### src/rtl/sar_pkg.sv
package sar_pkg;
    typedef enum logic {
        SAR_IDLE = 1'b0,
        SAR_CMP  = 1'b1
    } sar_state_e;
endpackage

### src/rtl/sar_trigger.sv
module sar_trigger (
    input  logic clk,
    input  logic rst_n,
    input  logic trig,
    input  logic bus_stop,
    input  logic eng_idle,
    output logic start
);
    typedef struct packed {
        logic pend;
    } trg_s;

    trg_s s_d, s_q;

    always_comb begin
        s_d   = s_q;
        start = s_q.pend & ~bus_stop & eng_idle;
        if (start)    s_d.pend = 1'b0;
        if (trig)     s_d.pend = 1'b1;
        if (bus_stop) s_d.pend = 1'b0;
    end

    always_ff @(posedge clk or negedge rst_n) begin
        if (!rst_n) s_q <= '0;
        else        s_q <= s_d;
    end

    // a stop leaves nothing to start on the following cycle
    p_stop_cancels_r7: assert property (@(posedge clk) disable iff (!rst_n)
        bus_stop |=> !start);
endmodule

### src/rtl/sar_engine.sv
module sar_engine import sar_pkg::*; #(
    parameter int DW = 8,
    parameter int CW = 2
) (
    input  logic          clk,
    input  logic          rst_n,
    input  logic          start,
    input  logic          diff_mode,
    input  logic [CW-1:0] ch_in,
    input  logic          cmp_hi,
    output logic          busy,
    output logic          done,
    output logic [DW-1:0] trial,
    output logic [CW-1:0] hold_ch,
    output logic [DW-1:0] result
);
    localparam logic [DW-1:0] MSB = DW'(1) << (DW - 1);

    typedef struct packed {
        sar_state_e    st;
        logic [DW-1:0] trial;
        logic [DW-1:0] mask;
        logic          diff;
        logic [CW-1:0] ch;
        logic [DW-1:0] res;
    } eng_s;

    eng_s s_d, s_q;
    logic [DW-1:0] kept;

    always_comb begin
        s_d  = s_q;
        done = 1'b0;
        kept = cmp_hi ? s_q.trial : (s_q.trial & ~s_q.mask);
        unique case (s_q.st)
            SAR_IDLE: begin
                if (start) begin
                    s_d.st    = SAR_CMP;
                    s_d.trial = MSB;
                    s_d.mask  = MSB;
                    s_d.diff  = diff_mode;
                    s_d.ch    = ch_in;
                end
            end
            SAR_CMP: begin
                if (s_q.mask[0]) begin
                    done      = 1'b1;
                    s_d.st    = SAR_IDLE;
                    s_d.res   = s_q.diff ? (kept ^ MSB) : kept;
                    s_d.mask  = '0;
                end else begin
                    s_d.mask  = s_q.mask >> 1;
                    s_d.trial = kept | (s_q.mask >> 1);
                end
            end
            default: s_d.st = SAR_IDLE;
        endcase
    end

    always_ff @(posedge clk or negedge rst_n) begin
        if (!rst_n) begin
            s_q       <= '0;
            s_q.st    <= SAR_IDLE;
            s_q.res   <= MSB;
        end else begin
            s_q <= s_d;
        end
    end

    assign busy    = (s_q.st == SAR_CMP);
    assign trial   = s_q.trial;
    assign hold_ch = s_q.ch;
    assign result  = s_q.res;

    // an accepted start puts the engine into its search
    p_start_busy_r2: assert property (@(posedge clk) disable iff (!rst_n)
        start |=> busy);
    // exactly one bit under test during the search
    p_one_bit_r4: assert property (@(posedge clk) disable iff (!rst_n)
        busy |-> $countones(s_q.mask) == 1);
    // the held channel does not move within a conversion
    p_hold_stable_r9: assert property (@(posedge clk) disable iff (!rst_n)
        (busy && $past(busy)) |-> $stable(s_q.ch));
    // the stored result only changes when a search finishes
    p_res_on_done_r3: assert property (@(posedge clk) disable iff (!rst_n)
        !$past(done) |-> $stable(s_q.res));
endmodule

### src/rtl/sar_chan_ptr.sv
module sar_chan_ptr #(
    parameter int NCH = 4,
    parameter int CW  = 2
) (
    input  logic          clk,
    input  logic          rst_n,
    input  logic          ch_load,
    input  logic [CW-1:0] ch_sel,
    input  logic          advance,
    output logic [CW-1:0] ptr
);
    localparam logic [CW-1:0] LAST = CW'(NCH - 1);

    typedef struct packed {
        logic [CW-1:0] ptr;
    } ptr_s;

    ptr_s s_d, s_q;

    always_comb begin
        s_d = s_q;
        if (ch_load) begin
            s_d.ptr = (ch_sel > LAST) ? '0 : ch_sel;
        end else if (advance) begin
            s_d.ptr = (s_q.ptr == LAST) ? '0 : s_q.ptr + CW'(1);
        end
    end

    always_ff @(posedge clk or negedge rst_n) begin
        if (!rst_n) s_q <= '0;
        else        s_q <= s_d;
    end

    assign ptr = s_q.ptr;

    // the pointer never leaves the channel range
    p_ptr_range_r6: assert property (@(posedge clk) disable iff (!rst_n)
        s_q.ptr <= LAST);
    // without load or step the pointer holds
    p_ptr_hold_r6: assert property (@(posedge clk) disable iff (!rst_n)
        (!ch_load && !advance) |=> $stable(s_q.ptr));
endmodule

### src/rtl/sar_readout_ctrl.sv
module sar_readout_ctrl #(
    parameter  int NCH = 4,
    parameter  int DW  = 8,
    localparam int CW  = (NCH > 1) ? $clog2(NCH) : 1
) (
    input  logic          clk,
    input  logic          rst_n,
    input  logic          trig,
    input  logic          bus_stop,
    input  logic          auto_inc,
    input  logic          diff_mode,
    input  logic          ch_load,
    input  logic [CW-1:0] ch_sel,
    input  logic [DW-1:0] user_dac,
    input  logic          cmp_hi,
    output logic          busy,
    output logic [DW-1:0] dac_code,
    output logic [CW-1:0] smp_ch,
    output logic [CW-1:0] ch_ptr,
    output logic [DW-1:0] tx_byte
);
    localparam logic [DW-1:0] MID = DW'(1) << (DW - 1);

    typedef struct packed {
        logic [DW-1:0] tx;
    } top_s;

    top_s          s_d, s_q;
    logic          start;
    logic          done;
    logic [DW-1:0] trial;
    logic [DW-1:0] result;

    sar_trigger u_trig (
        .clk      (clk),
        .rst_n    (rst_n),
        .trig     (trig),
        .bus_stop (bus_stop),
        .eng_idle (~busy),
        .start    (start)
    );

    sar_engine #(.DW(DW), .CW(CW)) u_eng (
        .clk       (clk),
        .rst_n     (rst_n),
        .start     (start),
        .diff_mode (diff_mode),
        .ch_in     (ch_ptr),
        .cmp_hi    (cmp_hi),
        .busy      (busy),
        .done      (done),
        .trial     (trial),
        .hold_ch   (smp_ch),
        .result    (result)
    );

    sar_chan_ptr #(.NCH(NCH), .CW(CW)) u_ptr (
        .clk     (clk),
        .rst_n   (rst_n),
        .ch_load (ch_load),
        .ch_sel  (ch_sel),
        .advance (done & auto_inc),
        .ptr     (ch_ptr)
    );

    always_comb begin
        s_d = s_q;
        if (start) s_d.tx = result;
    end

    always_ff @(posedge clk or negedge rst_n) begin
        if (!rst_n) s_q.tx <= MID;
        else        s_q    <= s_d;
    end

    assign tx_byte  = s_q.tx;
    assign dac_code = busy ? trial : user_dac;

    // the byte handed out is the result stored before this start
    p_one_behind_r3: assert property (@(posedge clk) disable iff (!rst_n)
        start |=> tx_byte == $past(result));
    // the held channel is the pointer value at start
    p_hold_ptr_r9: assert property (@(posedge clk) disable iff (!rst_n)
        start |=> smp_ch == $past(ch_ptr));
    // the search opens with the mid-scale trial
    p_first_trial_r4: assert property (@(posedge clk) disable iff (!rst_n)
        start |=> dac_code == MID);
endmodule

### config.mk
export PLATFORM = sky130hd
export DESIGN_NAME = sar_readout_ctrl
export DESIGN_NICKNAME = d
export VERILOG_FILES = /design/src/rtl/sar_pkg.sv /design/src/rtl/sar_trigger.sv /design/src/rtl/sar_engine.sv /design/src/rtl/sar_chan_ptr.sv /design/src/rtl/sar_readout_ctrl.sv
export SDC_FILE = /design/constraint.sdc
export NUM_CORES = 1
export LEC_CHECK = 0
export ABC_AREA = 1
export CAP_MARGIN = 20
export CORE_MARGIN = 5
export CORE_UTILIZATION = 60
export CTS_BUF_LIST = sky130_fd_sc_hd__clkbuf_8
export CTS_CLUSTER_DIAMETER = 80
export DETAILED_ROUTE_END_ITERATION = 16
export DONT_BUFFER_PORTS = 1
export GPL_TIMING_DRIVEN = 1
export PLACE_DENSITY = 0.75
export SYNTH_ARGS = -nofsm -noshare
export SYNTH_HDL_FRONTEND = slang
export SYNTH_SLANG_ARGS = --single-unit
export TNS_END_PERCENT = 1
### constraint.sdc
create_clock -name clk -period 1.4 [get_ports clk]
set_clock_uncertainty 0.05 [all_clocks]
set_input_delay 0.28 -clock clk [delete_from_list [all_inputs] [get_ports clk]]
set_output_delay 0.28 -clock clk [all_outputs]
set_load 0.01 [all_outputs]
; After elaboration in Yosys (flattened, before gate mapping)
; Cells that the tools add are included.
; W data, S select, Z words.
[classes]
add_sub_neg = 1
n_mul = 0
div = 0
n_lt_le_gt_ge = 1
eq_ne = 3
n_shift = 0
n_mux = 17
bitwise = 9
reduce_logical = 5
[op_table]
columns = cell, count
row1 = $pmux W17 S2, 1
row2 = $mux W8, 4
row3 = $mux W20, 1
row4 = $and A8 B8 Y8, 1
row5 = $mux W2, 4
row6 = $not A8 Y8, 1
row7 = $or A8 B7 Y8, 1
row8 = $mux W7, 1
row9 = $mux W1, 6
row10 = $reduce_and A2 Y1, 3
row11 = $ne A2 B2 Y1 const B, 2
row12 = $and A1 B1 Y1, 3
row13 = $not A1 Y1, 3
row14 = $reduce_bool A3 Y1, 1
row15 = $add A2 B1 Y2 const B, 1
row16 = $eq A2 B2 Y1 const B, 1
row17 = $gt A2 B2 Y1 const B, 1
row18 = $reduce_bool A2 Y1, 1
[word_totals]
ff_bits = 39
latch_bits = 0
ram_bits = 0
mem_bits_ro = 0
in_bits = 18
output_inout_bits = 21
elab_cells = 45
n_memories = 0

; Depth between registers and ports, before layout
; Gate-level depths: netlist of the first run.
[logic_depth]
ltp_word = 6
depth_mapped = 6
depth_no_buf = 6

; By module
; Synthesis of the first run repeated with hierarchy kept, for this count alone.
[hier_totals]
cells_unflattened = 231
area_unflattened_um2 = 1871.8
[by_module_without_submodules]
columns = mod, n_inst, cells_per_inst, area_per_inst_um2, seq_area_each_um2
row1 = sar_engine, 1, 145, 1282.5, 701.9
row2 = sar_readout_ctrl, 1, 62, 419.2, 201.4
row3 = sar_chan_ptr, 1, 16, 117.6, 50.0
row4 = sar_trigger, 1, 8, 52.6, 25.0

; Least setup slack after synthesis of the first run
; OpenSTA, ideal clock, no wires.
[synth_timing]
kind = reg2out
start = register u_eng.s_q (netlist bit u_eng.busy)
end = output port dac_code[0]
arrival_ns = 0.876
required_ns = 1.070
setup_slack_ns = 0.194
stages_incl_launch_ff = 5
n_path_buf = 1
path_cell_list = dfrtp_1 -> inv_2 -> buf_2 -> nand2_1 -> nand2_1
[synth_between]
elab_chain_cells = 1
[synth_lines]
columns = element, line
row1 = start: declaration, sar_engine.sv:28  ; eng_s s_d, s_q;
row2 = $mux W8, sar_readout_ctrl.sv:77  ; assign dac_code = busy ? trial : user_dac;
row3 = end: declaration, sar_readout_ctrl.sv:17  ; output logic [DW-1:0] dac_code,
; No other way between the ends.

; Final worst setup path of the first run
[layout_timing]
start = register u_eng.s_q (netlist bit u_eng.busy)
end = output port dac_code[3]
; Same word-level chain as after synthesis.

==> metrics.txt, run 1 <==
# TYPE chip_impl_metric gauge
chip_impl_info{name="failed_checks",value="setup timing"} 1
chip_impl_metric{name="placement.setup.worst_slack",unit="ns"} 0.187
chip_impl_metric{name="synth_top_area_share",unit="%"} 50.1
chip_impl_metric{name="drive_above_1_share",unit="%"} 23.5
chip_impl_metric{name="route.detailed.vias_per_inst",unit=""} 5.59
chip_impl_metric{name="globalRouteOverflowTotal",unit=""} 0
chip_impl_info{name="clock_tree_from_tritoncts",value="done"} 1
chip_impl_metric{name="synth-warning-count",unit=""} 0
chip_impl_metric{name="total_via_count_after_detailed_routing",unit=""} 1376
chip_impl_metric{name="core_area",unit="mm^2"} 0.00300
chip_impl_info{name="synthMostInstantiatedCell",value="sky130_fd_sc_hd__nand2_1"} 1
chip_impl_metric{name="timing_max_transition_violations_final",unit=""} 0
chip_impl_info{name="critPathCaptureType",value="primary output"} 1
chip_impl_info{name="unrepaired_setup_endpoints_after_global_routing",value="true"} 1
chip_impl_metric{name="worst-slew-pin-transition",unit="ns"} 0.255
chip_impl_metric{name="drt_pass1_iterations",unit=""} 4
chip_impl_metric{name="synthDistinctLibCells",unit=""} 24
chip_impl_metric{name="synth_cells",unit=""} 204
chip_impl_metric{name="synth_edf_count",unit=""} 0
chip_impl_metric{name="fin_crit_sh",unit="%"} 103
chip_impl_metric{name="via_count_of_the_first_global_routing_pass",unit=""} 1421
chip_impl_info{name="outcome",value="complete, but fails checks"} 1
chip_impl_metric{name="maximum_fanout_count_along_the_critical_path",unit=""} 6
chip_impl_metric{name="pin_count",unit=""} 39
chip_impl_metric{name="grt.total_usage",unit="%"} 19.5
chip_impl_metric{name="initial_core_util",unit="%"} 61.5
chip_impl_metric{name="diode_insertion_count_for_antenna_repair",unit=""} 0
chip_impl_metric{name="die_w",unit="um"} 65.5
chip_impl_metric{name="ant_nets",unit=""} 0
chip_impl_metric{name="final_hold_violation_count",unit=""} 0
chip_impl_metric{name="hold-worst-slack",unit="ns"} 0.0701
chip_impl_info{name="worstSetupStartpointType",value="flop"} 1
chip_impl_metric{name="timing.fmax",unit="MHz"} 695
chip_impl_info{name="cp-endpoint",value="dac_code[3]"} 1
chip_impl_metric{name="synthToLayoutAreaGrowth",unit="%"} 10.8
chip_impl_metric{name="reported_max_cap_violation_count",unit=""} 0
chip_impl_info{name="timing.setup.critical_path_class",value="flop to primary output"} 1
chip_impl_metric{name="async_reset_ff_share",unit="%"} 100
chip_impl_metric{name="routedWlPerCell",unit="um"} 14.9
chip_impl_metric{name="post_layout_net_count",unit=""} 231
chip_impl_metric{name="yosysSeqAreaShare",unit="%"} 53.0
chip_impl_metric{name="critical_path_arrival",unit="ns"} 1.11
chip_impl_metric{name="finalCoreUtilization",unit="%"} 68.1
chip_impl_info{name="min_path_type",value="primary input to flop"} 1
chip_impl_metric{name="fin_crit",unit="ns"} 1.44
chip_impl_info{name="reg2reg_from",value="u_eng.busy$_DFF_PN0_"} 1
chip_impl_metric{name="worst_slack",unit="ns"} -0.0390
chip_impl_metric{name="grt_max_degree",unit=""} 40
chip_impl_info{name="r2r-end",value="u_eng.s_q[12]$_DFFE_PN0P_"} 1
chip_impl_metric{name="syn-num-nets",unit=""} 223
chip_impl_metric{name="cts_buffers",unit=""} 5
chip_impl_metric{name="total_wirelength",unit="um"} 3670
chip_impl_metric{name="number_of_antenna_violations_at_the_first_check_in_global_routing",unit=""} 0
chip_impl_metric{name="detail_route.drc_violations",unit=""} 0
chip_impl_info{name="synth_ff_type",value="sky130_fd_sc_hd__dfrtp_1"} 1
chip_impl_metric{name="std_cell_rows",unit=""} 20
chip_impl_metric{name="initialDrtViolationCount",unit=""} 58
chip_impl_info{name="leading_cell_types_by_count_after_synthesis",value="sky130_fd_sc_hd__nand2_1, sky130_fd_sc_hd__dfrtp_1, sky130_fd_sc_hd__o21ai_0"} 1
chip_impl_metric{name="rrSetupSlack",unit="ns"} 0.14
chip_impl_metric{name="leakage",unit="uW"} 0.00105
chip_impl_info{name="cp-startpoint",value="u_eng.busy$_DFF_PN0_"} 1
chip_impl_metric{name="reg2reg_depth",unit=""} 5
chip_impl_metric{name="grt_pass1_wl",unit="um"} 6410
chip_impl_metric{name="power.density",unit="mW/mm^2"} 2320
chip_impl_info{name="cts_root_buf",value="sky130_fd_sc_hd__clkbuf_8"} 1
chip_impl_metric{name="setup_viol_count_final",unit=""} 8
chip_impl_metric{name="netlist_area",unit="mm^2"} 0.00185
chip_impl_metric{name="worst_slew_margin_rel",unit="%"} 83.0
chip_impl_metric{name="chipHeight",unit="um"} 65.5
chip_impl_metric{name="cts_max_path_buffers",unit=""} 2
chip_impl_metric{name="clk_pin_slew_worst_paths",unit="ns"} 0.07
chip_impl_metric{name="worst_ir_drop_vdd",unit="mV"} 1.30
chip_impl_metric{name="layout.cell_area.non_filler",unit="mm^2"} 0.00205
chip_impl_metric{name="design_power_total",unit="uW"} 4750
chip_impl_metric{name="die_area",unit="mm^2"} 0.00429
chip_impl_metric{name="synth-seq-cells",unit=""} 39
chip_impl_metric{name="worst-endpoint-required",unit="ns"} 1.07
chip_impl_info{name="ys_top_cells_by_area",value="sky130_fd_sc_hd__dfrtp_1, sky130_fd_sc_hd__nand2_1, sky130_fd_sc_hd__nand3_2, sky130_fd_sc_hd__o21ai_0, sky130_fd_sc_hd__nand3_1"} 1
chip_impl_metric{name="hpwl",unit="um"} 2540
chip_impl_metric{name="gp_routability_congestion",unit=""} 0.790
chip_impl_info{name="synthDominantAreaCellType",value="sky130_fd_sc_hd__dfrtp_1"} 1
chip_impl_metric{name="cts-htree-levels",unit=""} 2
chip_impl_metric{name="post_dp_cell_area",unit="mm^2"} 0.00185
chip_impl_metric{name="cts.sinks",unit=""} 39
chip_impl_metric{name="syn-mean-instance-area",unit="um^2"} 9.05
chip_impl_metric{name="clock_latency",unit="ns"} 0.29
chip_impl_metric{name="numPortBuffers",unit=""} 0
==> area by class of cell <==
type | instances | area, um^2
sequential | 39 | 980
fill | 255 | 957
multi-input combinational | 132 | 706
inverter | 24 | 100
timing repair buffer | 9 | 93.8
clock buffer | 6 | 82.6
tap | 33 | 41.3
clock inverter | 2 | 35.0
timing repair inverter | 1 | 7.51
==> critical path, stage by stage (launching register included) <==
cell                         delay [ns]
sky130_fd_sc_hd__dfrtp_2           0.44
sky130_fd_sc_hd__clkinvlp_4        0.20
sky130_fd_sc_hd__nand2_1           0.11
sky130_fd_sc_hd__nand2_2           0.07
==> repair_timing <==
| item | 4_1_cts | 5_1_grt |
|---|---|---|
| cloned | 1 | 0 |
| setup endpoints to repair | 8 | 9 |
| buffers inserted | 1 | 1 |
| hold buffers | 2 | 0 |
| hold endpoints to repair | 39 | 0 |
| gates resized for setup | 7 | 4 |
==> registers in the layout (all words and copies together) (netlist names) <==
register       count
u_ptr.ptr          2
u_eng.trial        8
u_trig.s_q         1
u_eng.result       8
u_eng.s_q          9
u_eng.hold_ch      2
u_eng.busy         1
tx_byte            8
==> where the power goes <==
group | switching, uW | internal (uW)
Combinational | 1080 | 642
Sequential | 455 | 1630
Clock | 365 | 576
==> placed cells by master (no fill, tap or decap), drive strengths merged <==
cell | synthesis | routed
a21oi | 2 | 2
buf | 9 | 8
bufinv | 0 | 1
clkbuf | 0 | 6
clkinv | 0 | 1
clkinvlp | 0 | 1
dfrtp | 37 | 37
dfstp | 2 | 2
dlygate4sd3 | 0 | 1
ha | 1 | 1
inv | 24 | 24
nand2 | 66 | 66
nand3 | 34 | 34
nor2 | 2 | 2
o211ai | 1 | 1
o21ai | 24 | 24
o22ai | 1 | 1
or2 | 1 | 1
==> how the worst min path moves through the flow <==
| stage | startpoint | to | slack (ns) | depth (start not counted) |
|---|---|---|---|---|
| floorplan | rst_n | tx_byte[0]$_DFFE_PN0P_ | -0.07 | 0 |
| global placement | rst_n | u_ptr.ptr[0]$_DFFE_PN0P_ | -0.06 | 0 |
| detailed placement | rst_n | u_eng.hold_ch[0]$_DFFE_PN0P_ | -0.06 | 0 |
| CTS | trig | u_trig.s_q$_DFFE_PN0P_ | 0.06 | 2 |
| global route | trig | u_trig.s_q$_DFFE_PN0P_ | 0.07 | 2 |
| finish | trig | u_trig.s_q$_DFFE_PN0P_ | 0.07 | 2 |
==> logic make-up after synthesis <==
| family | synth area share (%) |
|---|---|
| simple gates | 28.6 |
| buf+inv | 9.49 |
| flops | 53.0 |
| compound gates | 8.27 |
| fa+ha+maj | 0.677 |
==> per-stage QoR <==
step / setup TNS [ns] / std cells
floorplan: 0 / 204
global placement: 0 / 233
detailed placement: 0 / 233
CTS: -0.357 / 245
global route: -0.695 / 246
finish: -0.249 / 246
==> per-layer routing <==
layer	track usage (%)	wire length, um	vias up
li1	-	-	671
met5	0	0	-
met3	5.47	188	7
met4	5.96	44	0
met1	22.7	1510	665
met2	34.8	1920	33
Power figures use the tool's default switching activity.
==> run 2: changes to the inputs <==
SYNTH_HIERARCHICAL = 1   (was unset)
==> run 2 against run 1 <==
Against the previous run:
- fmax shrank 0.11%
- count of clock-buffer cells in the layout did not move
- the flow still finishes with violations (setup timing)
- combinational power is 3% lower
- sequential power about the same
- via count increased by 6.4%
==> metrics.txt, run 2 <==
# TYPE chip_impl_metric gauge
chip_impl_metric{name="cts.sinks",unit=""} 39
chip_impl_metric{name="cp_slowest_stage_delay",unit="ns"} 0.47
chip_impl_info{name="synth_ff_type",value="sky130_fd_sc_hd__dfrtp_1"} 1
chip_impl_metric{name="routedWlPerCell",unit="um"} 14.9
chip_impl_metric{name="post_layout_net_count",unit=""} 245
chip_impl_metric{name="route.detailed.vias_per_inst",unit=""} 5.40
chip_impl_info{name="synthMostInstantiatedCell",value="sky130_fd_sc_hd__nand2_1"} 1
chip_impl_metric{name="worst_slack",unit="ns"} -0.0406
chip_impl_info{name="worstHoldStart",value="trig"} 1
chip_impl_metric{name="yosysSeqAreaShare",unit="%"} 52.3
chip_impl_metric{name="async_reset_ff_share",unit="%"} 100
chip_impl_metric{name="worst_hold_path.num_cells",unit=""} 2
chip_impl_metric{name="switchingPower",unit="uW"} 1900
chip_impl_metric{name="synth_cells",unit=""} 231
chip_impl_info{name="cts_root_buf",value="sky130_fd_sc_hd__clkbuf_8"} 1
chip_impl_metric{name="grt_max_degree",unit=""} 40
chip_impl_metric{name="synth_edf_count",unit=""} 0
chip_impl_metric{name="die_w",unit="um"} 65.9
chip_impl_metric{name="internal-power",unit="uW"} 2830
chip_impl_info{name="layout.cells.most_common_list",value="sky130_fd_sc_hd__nand2_1, sky130_fd_sc_hd__dfrtp_1, sky130_fd_sc_hd__nand3_1, sky130_fd_sc_hd__o21ai_0, sky130_fd_sc_hd__nand2_2"} 1
chip_impl_metric{name="cts_buffers",unit=""} 5
chip_impl_metric{name="reported_max_cap_violation_count",unit=""} 0
chip_impl_metric{name="tns",unit="ns"} -0.203
chip_impl_metric{name="reg2reg_depth",unit=""} 8
chip_impl_metric{name="pin_count",unit=""} 39
chip_impl_metric{name="clk_pin_slew_worst_paths",unit="ns"} 0.07
chip_impl_metric{name="clockPowerShare",unit="%"} 20.2
chip_impl_info{name="leading_cell_types_by_count_after_synthesis",value="sky130_fd_sc_hd__nand2_1, sky130_fd_sc_hd__dfrtp_1, sky130_fd_sc_hd__nand3_1"} 1
chip_impl_metric{name="worst-slew-pin-transition",unit="ns"} 0.315
chip_impl_metric{name="power_share_of_the_sequential_group",unit="%"} 44.5
chip_impl_info{name="reg2reg_from",value="u_eng/busy$_DFF_PN0_"} 1
chip_impl_metric{name="initial_core_util",unit="%"} 61.8
chip_impl_info{name="synthDominantAreaCellType",value="sky130_fd_sc_hd__dfrtp_1"} 1
chip_impl_metric{name="synthToLayoutAreaGrowth",unit="%"} 10.6
chip_impl_metric{name="power.density",unit="mW/mm^2"} 2280
chip_impl_metric{name="leakage",unit="uW"} 0.00107
chip_impl_info{name="clock_tree_from_tritoncts",value="done"} 1
chip_impl_metric{name="timing_max_transition_violations_final",unit=""} 0
chip_impl_info{name="min_path_type",value="primary input to flop"} 1
chip_impl_metric{name="setup_viol_count_final",unit=""} 8
chip_impl_metric{name="detail_route.drc_violations",unit=""} 0
chip_impl_metric{name="finalCoreUtilization",unit="%"} 68.4
chip_impl_info{name="hold_path_end",value="u_trig/s_q$_DFFE_PN0P_"} 1
chip_impl_metric{name="placement.setup.worst_slack",unit="ns"} 0.0149
chip_impl_metric{name="maximum_fanout_count_along_the_critical_path",unit=""} 5
chip_impl_metric{name="syn-mean-instance-area",unit="um^2"} 8.10
chip_impl_info{name="path_cells",value="inv_8, buf_6, nand2_1, nand2_2"} 1
chip_impl_metric{name="worst_ir_drop_vdd",unit="mV"} 0.983
chip_impl_metric{name="fillCellCount",unit=""} 253
chip_impl_metric{name="rrSetupSlack",unit="ns"} 0.05
chip_impl_info{name="cpMaxStageDelayCell",value="sky130_fd_sc_hd__dfrtp_2"} 1
chip_impl_metric{name="die_area",unit="mm^2"} 0.00434
chip_impl_metric{name="fin_crit",unit="ns"} 1.44
chip_impl_metric{name="numPortBuffers",unit=""} 0
chip_impl_metric{name="globalRouteOverflowTotal",unit=""} 0
chip_impl_metric{name="via_count_of_the_first_global_routing_pass",unit=""} 1450
chip_impl_metric{name="drt_pass1_iterations",unit=""} 4
chip_impl_metric{name="chipHeight",unit="um"} 65.9
chip_impl_metric{name="final_hold_violation_count",unit=""} 0
chip_impl_metric{name="gp_routability_congestion",unit=""} 0.878
chip_impl_metric{name="largest_reg_flops",unit=""} 9
chip_impl_metric{name="netSwitchingFraction",unit="%"} 40.1
chip_impl_metric{name="grt_pass1_wl",unit="um"} 6670
chip_impl_info{name="critPathCaptureType",value="primary output"} 1
chip_impl_metric{name="netlist_area",unit="mm^2"} 0.00187
chip_impl_metric{name="regArea",unit="um^2"} 980
chip_impl_metric{name="worst-endpoint-required",unit="ns"} 1.07
chip_impl_metric{name="worst_slew_margin_rel",unit="%"} 79.0
chip_impl_metric{name="total_wirelength",unit="um"} 4030
chip_impl_metric{name="total_via_count_after_detailed_routing",unit=""} 1464
chip_impl_info{name="timing.setup.critical_path_class",value="flop to primary output"} 1
chip_impl_metric{name="synth-warning-count",unit=""} 6
chip_impl_info{name="failed_checks",value="setup timing"} 1
chip_impl_metric{name="syn-num-nets",unit=""} 250
chip_impl_metric{name="grt.total_usage",unit="%"} 20.7
chip_impl_metric{name="std_cell_rows",unit=""} 20
chip_impl_metric{name="combPwrFrac",unit="%"} 35.3
chip_impl_metric{name="cts-htree-levels",unit=""} 2
chip_impl_metric{name="timing.fmax",unit="MHz"} 694
chip_impl_metric{name="diode_insertion_count_for_antenna_repair",unit=""} 0
chip_impl_info{name="r2r-end",value="u_eng/trial[5]$_DFFE_PN0P_"} 1
chip_impl_metric{name="synth-seq-cells",unit=""} 39
chip_impl_metric{name="placed_cells_incl_taps",unit=""} 258
chip_impl_metric{name="multiInputGateArea",unit="um^2"} 739
chip_impl_metric{name="drive_above_1_share",unit="%"} 22.5
chip_impl_metric{name="hpwl",unit="um"} 2860
chip_impl_metric{name="clock_latency",unit="ns"} 0.29
chip_impl_info{name="layout_commonest_cell",value="sky130_fd_sc_hd__nand2_1"} 1
chip_impl_metric{name="cts_max_path_buffers",unit=""} 2
chip_impl_info{name="worstSetupStartpointType",value="flop"} 1
chip_impl_metric{name="ant_nets",unit=""} 0
chip_impl_metric{name="stdcell_count",unit=""} 271
chip_impl_metric{name="number_of_antenna_violations_at_the_first_check_in_global_routing",unit=""} 0
chip_impl_metric{name="initialDrtViolationCount",unit=""} 98
chip_impl_metric{name="critical_path_arrival",unit="ns"} 1.11
chip_impl_metric{name="synthDistinctLibCells",unit=""} 16
chip_impl_info{name="ys_top_cells_by_area",value="sky130_fd_sc_hd__dfrtp_1, sky130_fd_sc_hd__nand2_1, sky130_fd_sc_hd__buf_4, sky130_fd_sc_hd__nand3_1, sky130_fd_sc_hd__o21ai_0"} 1
chip_impl_metric{name="synth_top_area_share",unit="%"} 49.5
chip_impl_info{name="unrepaired_setup_endpoints_after_global_routing",value="true"} 1
chip_impl_info{name="largest-register",value="u_eng/s_q"} 1
chip_impl_metric{name="core_area",unit="mm^2"} 0.00303
chip_impl_metric{name="fin_crit_sh",unit="%"} 103
chip_impl_info{name="outcome",value="complete, but fails checks"} 1
[run 2: cell count changes after synthesis, moves of 2 or more]
cell                       before  now
sky130_fd_sc_hd__nand3_1       21   25
sky130_fd_sc_hd__nand3_2       13    0
sky130_fd_sc_hd__nor2_2         0    2
sky130_fd_sc_hd__buf_2          4    2
sky130_fd_sc_hd__nand2_1       61  103
sky130_fd_sc_hd__inv_1         20   14
sky130_fd_sc_hd__o21ai_0       23   13
sky130_fd_sc_hd__nand2_2        3    0
sky130_fd_sc_hd__a21oi_1        2    0
sky130_fd_sc_hd__o211ai_1       0    3
sky130_fd_sc_hd__buf_4          2   19
[run 2: stage by stage]
step	area (um^2)	power (uW)	hold WS, ns
global placement	1840	3420	-0.0647
finish	2070	4730	0.0531
CTS	2040	4690	0.0472
global route	2070	5070	0.0660
detailed placement	1840	3520	-0.0646
floorplan	1920	3440	-0.0656
[run 2: power groups by stage]
| stage | logic (uW) | clock network [uW] | registers, uW |
|---|---|---|---|
| floorplan | 1450 | 0 | 1990 |
| global placement | 1330 | 0 | 2100 |
| detailed placement | 1400 | 0 | 2120 |
| CTS | 1610 | 978 | 2100 |
| global route | 1860 | 1040 | 2170 |
| finish | 1670 | 953 | 2100 |
[run 2: cells by family after synthesis]
| kind of cell | count (synthesis) | share of synthesized area (%) |
|---|---|---|
| compound gates | 17 | 5.08 |
| simple gates | 134 | 29.2 |
| flops | 39 | 52.3 |
| fa+ha+maj | 1 | 0.668 |
| buf+inv | 40 | 12.8 |
[run 2: critical path: cells and delay by family, from the launching register on]
kind / cells / cell delay, ns
buf+inv: 2 / 0.21
flops: 1 / 0.47
simple gates: 2 / 0.14
[run 2: how the worst max path moves through the flow]
stage                          from                    endpoint
3_3_place_gp   u_eng/busy$_DFF_PN0_  u_eng/trial[5]$_DFFE_PN0P_
6_report       u_eng/busy$_DFF_PN0_                 dac_code[3]
4_1_cts        u_eng/busy$_DFF_PN0_                 dac_code[0]
2_1_floorplan  u_eng/busy$_DFF_PN0_  u_eng/trial[2]$_DFFE_PN0P_
5_1_grt        u_eng/busy$_DFF_PN0_                 dac_code[7]
3_5_place_dp   u_eng/busy$_DFF_PN0_  u_eng/trial[4]$_DFFE_PN0P_
[run 2: metal layers]
metal | GRT usage (%) | up-vias | wire, um
li1 | - | 698 | -
met4 | 8.55 | 0 | 87
met5 | 0 | - | 0
met3 | 7.31 | 11 | 314
met2 | 34.5 | 54 | 2100
met1 | 24.0 | 701 | 1530
[run 2: what timing repair did]
item                                    4_1_cts  5_1_grt
pin swaps                                     3        5
gates resized for setup                      15        9
gates cloned                                  1        0
endpoints found under the setup margin        9       19
hold buffers                                  2        0
hold endpoints to repair                     39        0
setup buffers                                 2        0
[run 2: final cells by class]
| class | count | area share (%) |
|---|---|---|
| flip-flops and latches | 39 | 47.3 |
| multi-input cells | 152 | 35.7 |
| repair buffers | 11 | 5.08 |
| clock buffers | 6 | 3.99 |
| inverters | 17 | 3.56 |
| well taps | 44 | 2.66 |
| clock inverters | 2 | 1.69 |
==> run 3: changes to the inputs <==
CORE_UTILIZATION = 65   (was 60)
PLACE_DENSITY = 0.8   (was 0.75)
RECOVER_POWER = 25   (was unset)
==> run 3 against run 2 <==
Against the previous run:
- the run still ends with setup timing left
- via count down 1.2%
- clock power up 0.5%
- design area up 1.3%
- hold slack better by 0.0021 ns
- critical path depth unchanged
- routed wire length down 1.5%
- combinational power up 8%
- first-iteration DRC count up 34%
- global-route usage down 0.51 points
==> metrics.txt, run 3 (synthesized netlist as in run 2, its figures left out) <==
# TYPE chip_impl_metric gauge
chip_impl_metric{name="path_buf_inv",unit=""} 2
chip_impl_metric{name="reported_max_cap_violation_count",unit=""} 0
chip_impl_metric{name="number_of_antenna_violations_at_the_first_check_in_global_routing",unit=""} 0
chip_impl_metric{name="worst-slew-pin-transition",unit="ns"} 0.521
chip_impl_info{name="gr-max-usage-layer",value="met2"} 1
chip_impl_info{name="layout_commonest_cell",value="sky130_fd_sc_hd__nand2_1"} 1
chip_impl_metric{name="drt_pass1_iterations",unit=""} 4
chip_impl_info{name="outcome",value="complete, but fails checks"} 1
chip_impl_info{name="timing.critical_path.max_delay_family",value="flip-flops"} 1
chip_impl_metric{name="post_layout_net_count",unit=""} 244
chip_impl_metric{name="met2_usage",unit="%"} 34.9
chip_impl_metric{name="via_count_of_the_first_global_routing_pass",unit=""} 1358
chip_impl_info{name="reg2reg_from",value="u_eng/busy$_DFF_PN0_"} 1
chip_impl_info{name="failed_checks",value="setup timing"} 1
chip_impl_metric{name="std_cell_rows",unit=""} 19
chip_impl_info{name="largest-register",value="u_eng/s_q"} 1
chip_impl_metric{name="drive_above_1_share",unit="%"} 20.8
chip_impl_metric{name="timing.fmax",unit="MHz"} 667
chip_impl_metric{name="worst_slack",unit="ns"} -0.0982
chip_impl_metric{name="leakage",unit="uW"} 0.00110
chip_impl_metric{name="route.detailed.vias_per_inst",unit=""} 5.63
chip_impl_metric{name="cts_max_path_buffers",unit=""} 2
chip_impl_metric{name="synthToLayoutAreaGrowth",unit="%"} 12.0
chip_impl_metric{name="grt.total_usage",unit="%"} 20.2
chip_impl_info{name="worstSetupStartpointType",value="flop"} 1
chip_impl_metric{name="cts-htree-levels",unit=""} 2
chip_impl_info{name="clock_tree_from_tritoncts",value="done"} 1
chip_impl_metric{name="routedWlPerCell",unit="um"} 15.4
chip_impl_metric{name="hpwl",unit="um"} 2570
chip_impl_metric{name="gp_routability_congestion",unit=""} 0.846
chip_impl_metric{name="initialDrtViolationCount",unit=""} 131
chip_impl_metric{name="maximum_fanout_count_along_the_critical_path",unit=""} 4
chip_impl_metric{name="clock_latency",unit="ns"} 0.29
chip_impl_metric{name="ant_nets",unit=""} 0
chip_impl_metric{name="critical_path_arrival",unit="ns"} 1.17
chip_impl_metric{name="finalCoreUtilization",unit="%"} 76.0
chip_impl_metric{name="cp_slowest_stage_delay",unit="ns"} 0.48
chip_impl_info{name="timing.setup.critical_path_class",value="flop to primary output"} 1
chip_impl_metric{name="clk_pin_slew_worst_paths",unit="ns"} 0.07
chip_impl_metric{name="timing_max_transition_violations_final",unit=""} 0
chip_impl_metric{name="worst_slew_margin_rel",unit="%"} 65.3
chip_impl_info{name="path_cells",value="inv_8, clkbuf_16, nand2_1, nand2_2"} 1
chip_impl_info{name="worstHoldStart",value="trig"} 1
chip_impl_metric{name="pin_count",unit=""} 39
chip_impl_metric{name="fillCellCount",unit=""} 203
chip_impl_metric{name="globalRouteOverflowTotal",unit=""} 0
chip_impl_metric{name="groute.layer.met1.usage",unit="%"} 22.4
chip_impl_metric{name="fin_crit",unit="ns"} 1.50
chip_impl_metric{name="power.density",unit="mW/mm^2"} 2320
chip_impl_info{name="min_path_type",value="primary input to flop"} 1
chip_impl_metric{name="post_dp_cell_area",unit="mm^2"} 0.00182
chip_impl_metric{name="setup_viol_count_final",unit=""} 8
chip_impl_metric{name="worst-endpoint-required",unit="ns"} 1.07
chip_impl_info{name="critPathCaptureType",value="primary output"} 1
chip_impl_metric{name="fin_crit_sh",unit="%"} 107
chip_impl_metric{name="die_w",unit="um"} 63.7
chip_impl_metric{name="largest_reg_flops",unit=""} 9
chip_impl_metric{name="cts_buffers",unit=""} 5
chip_impl_metric{name="cts.sinks",unit=""} 39
chip_impl_metric{name="die_area",unit="mm^2"} 0.00405
chip_impl_metric{name="final_hold_violation_count",unit=""} 0
chip_impl_metric{name="placed_cells_incl_taps",unit=""} 244
chip_impl_metric{name="detail_route.drc_violations",unit=""} 0
chip_impl_metric{name="total_wirelength",unit="um"} 3970
chip_impl_info{name="cpMaxStageDelayCell",value="sky130_fd_sc_hd__dfrtp_2"} 1
chip_impl_metric{name="stdcell_count",unit=""} 257
chip_impl_metric{name="total_via_count_after_detailed_routing",unit=""} 1447
chip_impl_info{name="unrepaired_setup_endpoints_after_global_routing",value="true"} 1
chip_impl_metric{name="initial_core_util",unit="%"} 67.9
chip_impl_metric{name="grt_max_degree",unit=""} 40
chip_impl_info{name="cts_root_buf",value="sky130_fd_sc_hd__clkbuf_8"} 1
chip_impl_metric{name="grt_pass1_wl",unit="um"} 6310
chip_impl_metric{name="worst_ir_drop_vdd",unit="mV"} 1.98
chip_impl_metric{name="use_met3",unit="%"} 7.99
chip_impl_metric{name="numPortBuffers",unit=""} 0
chip_impl_metric{name="core_area",unit="mm^2"} 0.00276
chip_impl_info{name="cp-startpoint",value="u_eng/busy$_DFF_PN0_"} 1
chip_impl_info{name="layout.cells.most_common_list",value="sky130_fd_sc_hd__nand2_1, sky130_fd_sc_hd__dfrtp_1, sky130_fd_sc_hd__nand3_1, sky130_fd_sc_hd__o21ai_0, sky130_fd_sc_hd__nand2_4"} 1
chip_impl_metric{name="diode_insertion_count_for_antenna_repair",unit=""} 0
chip_impl_metric{name="chipHeight",unit="um"} 63.7
chip_impl_metric{name="layout.cell_area.non_filler",unit="mm^2"} 0.00210
-- run 3: cell count changes in the layout (fill, tap and decap cells not counted), sizes merged --
cell and change:
buf -3, clkbuf +2
-- run 3: path summary, 6_finish.rpt --
path | endpoint | slack, ns | cells after the start
setup / recovery | dac_code[6] | -0.1 | 4
hold / removal | u_trig/s_q$_DFFE_PN0P_ | 0.06 | 2
setup reg to reg | u_eng/trial[4]$_DFFE_PN0P_ | 0.04 | 8
hold reg to reg | tx_byte[7]$_DFFE_PN1P_ | 0.42 | 2
max in group asynchronous | u_eng/busy$_DFF_PN0_ | 0.44 | 2
min in group asynchronous | tx_byte[2]$_DFFE_PN0P_ | 0.48 | 2
-- run 3: repair_timing --
item	CTS	global route
endpoints found under the setup margin	8	19
endpoints found under the hold margin	39	0
setup buffers	2	0
gates cloned	0	1
hold buffers	2	0
resized for setup	11	18
pin swaps	0	7
-- run 3: per-stage QoR --
step           hold slack [ns]  worst slack (ns)  total power (uW)  TNS [ns]
2_1_floorplan          -0.0656            -0.125              3440    -0.898
3_3_place_gp           -0.0647            0.0809              3460         0
3_5_place_dp           -0.0647            0.0330              3520         0
4_1_cts                 0.0543           -0.0663              4640    -0.498
5_1_grt                 0.0463            -0.147              5210     -1.03
6_report                0.0552           -0.0982              4860    -0.510
-- run 3: worst reg2reg max path, cell delays in order, from the launching register on --
cell and delay [ns]:
sky130_fd_sc_hd__dfrtp_2 0.48, sky130_fd_sc_hd__inv_8 0.10, sky130_fd_sc_hd__nand2_4 0.06, sky130_fd_sc_hd__nor2_4 0.11, sky130_fd_sc_hd__inv_2 0.08, sky130_fd_sc_hd__nor2_4 0.12
sky130_fd_sc_hd__inv_4 0.08, sky130_fd_sc_hd__nand3_1 0.09, sky130_fd_sc_hd__nand3_1 0.08
-- run 3: where the power goes --
part / total, uW / internal [uW] / leakage (uW) / switching (uW)
Combinational: 1810 / 715 / 0.000545 / 1100
Sequential: 2090 / 1630 / 0.000490 / 453
Clock: 958 / 576 / 0.0000612 / 382
-- run 3: final cells by class --
class | count | area (um^2) | share of cell area [%]
flip-flops and latches | 39 | 980 | 46.7
multi-input cells | 152 | 767 | 36.6
repair buffers | 10 | 120 | 5.73
clock buffers | 6 | 82.6 | 3.94
inverters | 17 | 73.8 | 3.52
well taps | 31 | 38.8 | 1.85
clock inverters | 2 | 35.0 | 1.67
-- run 3: per-layer routing --
layer	wire [um]	vias to the layer above
met5	0	-
li1	-	696
met4	59	0
met1	1590	688
met3	278	9
met2	2040	54
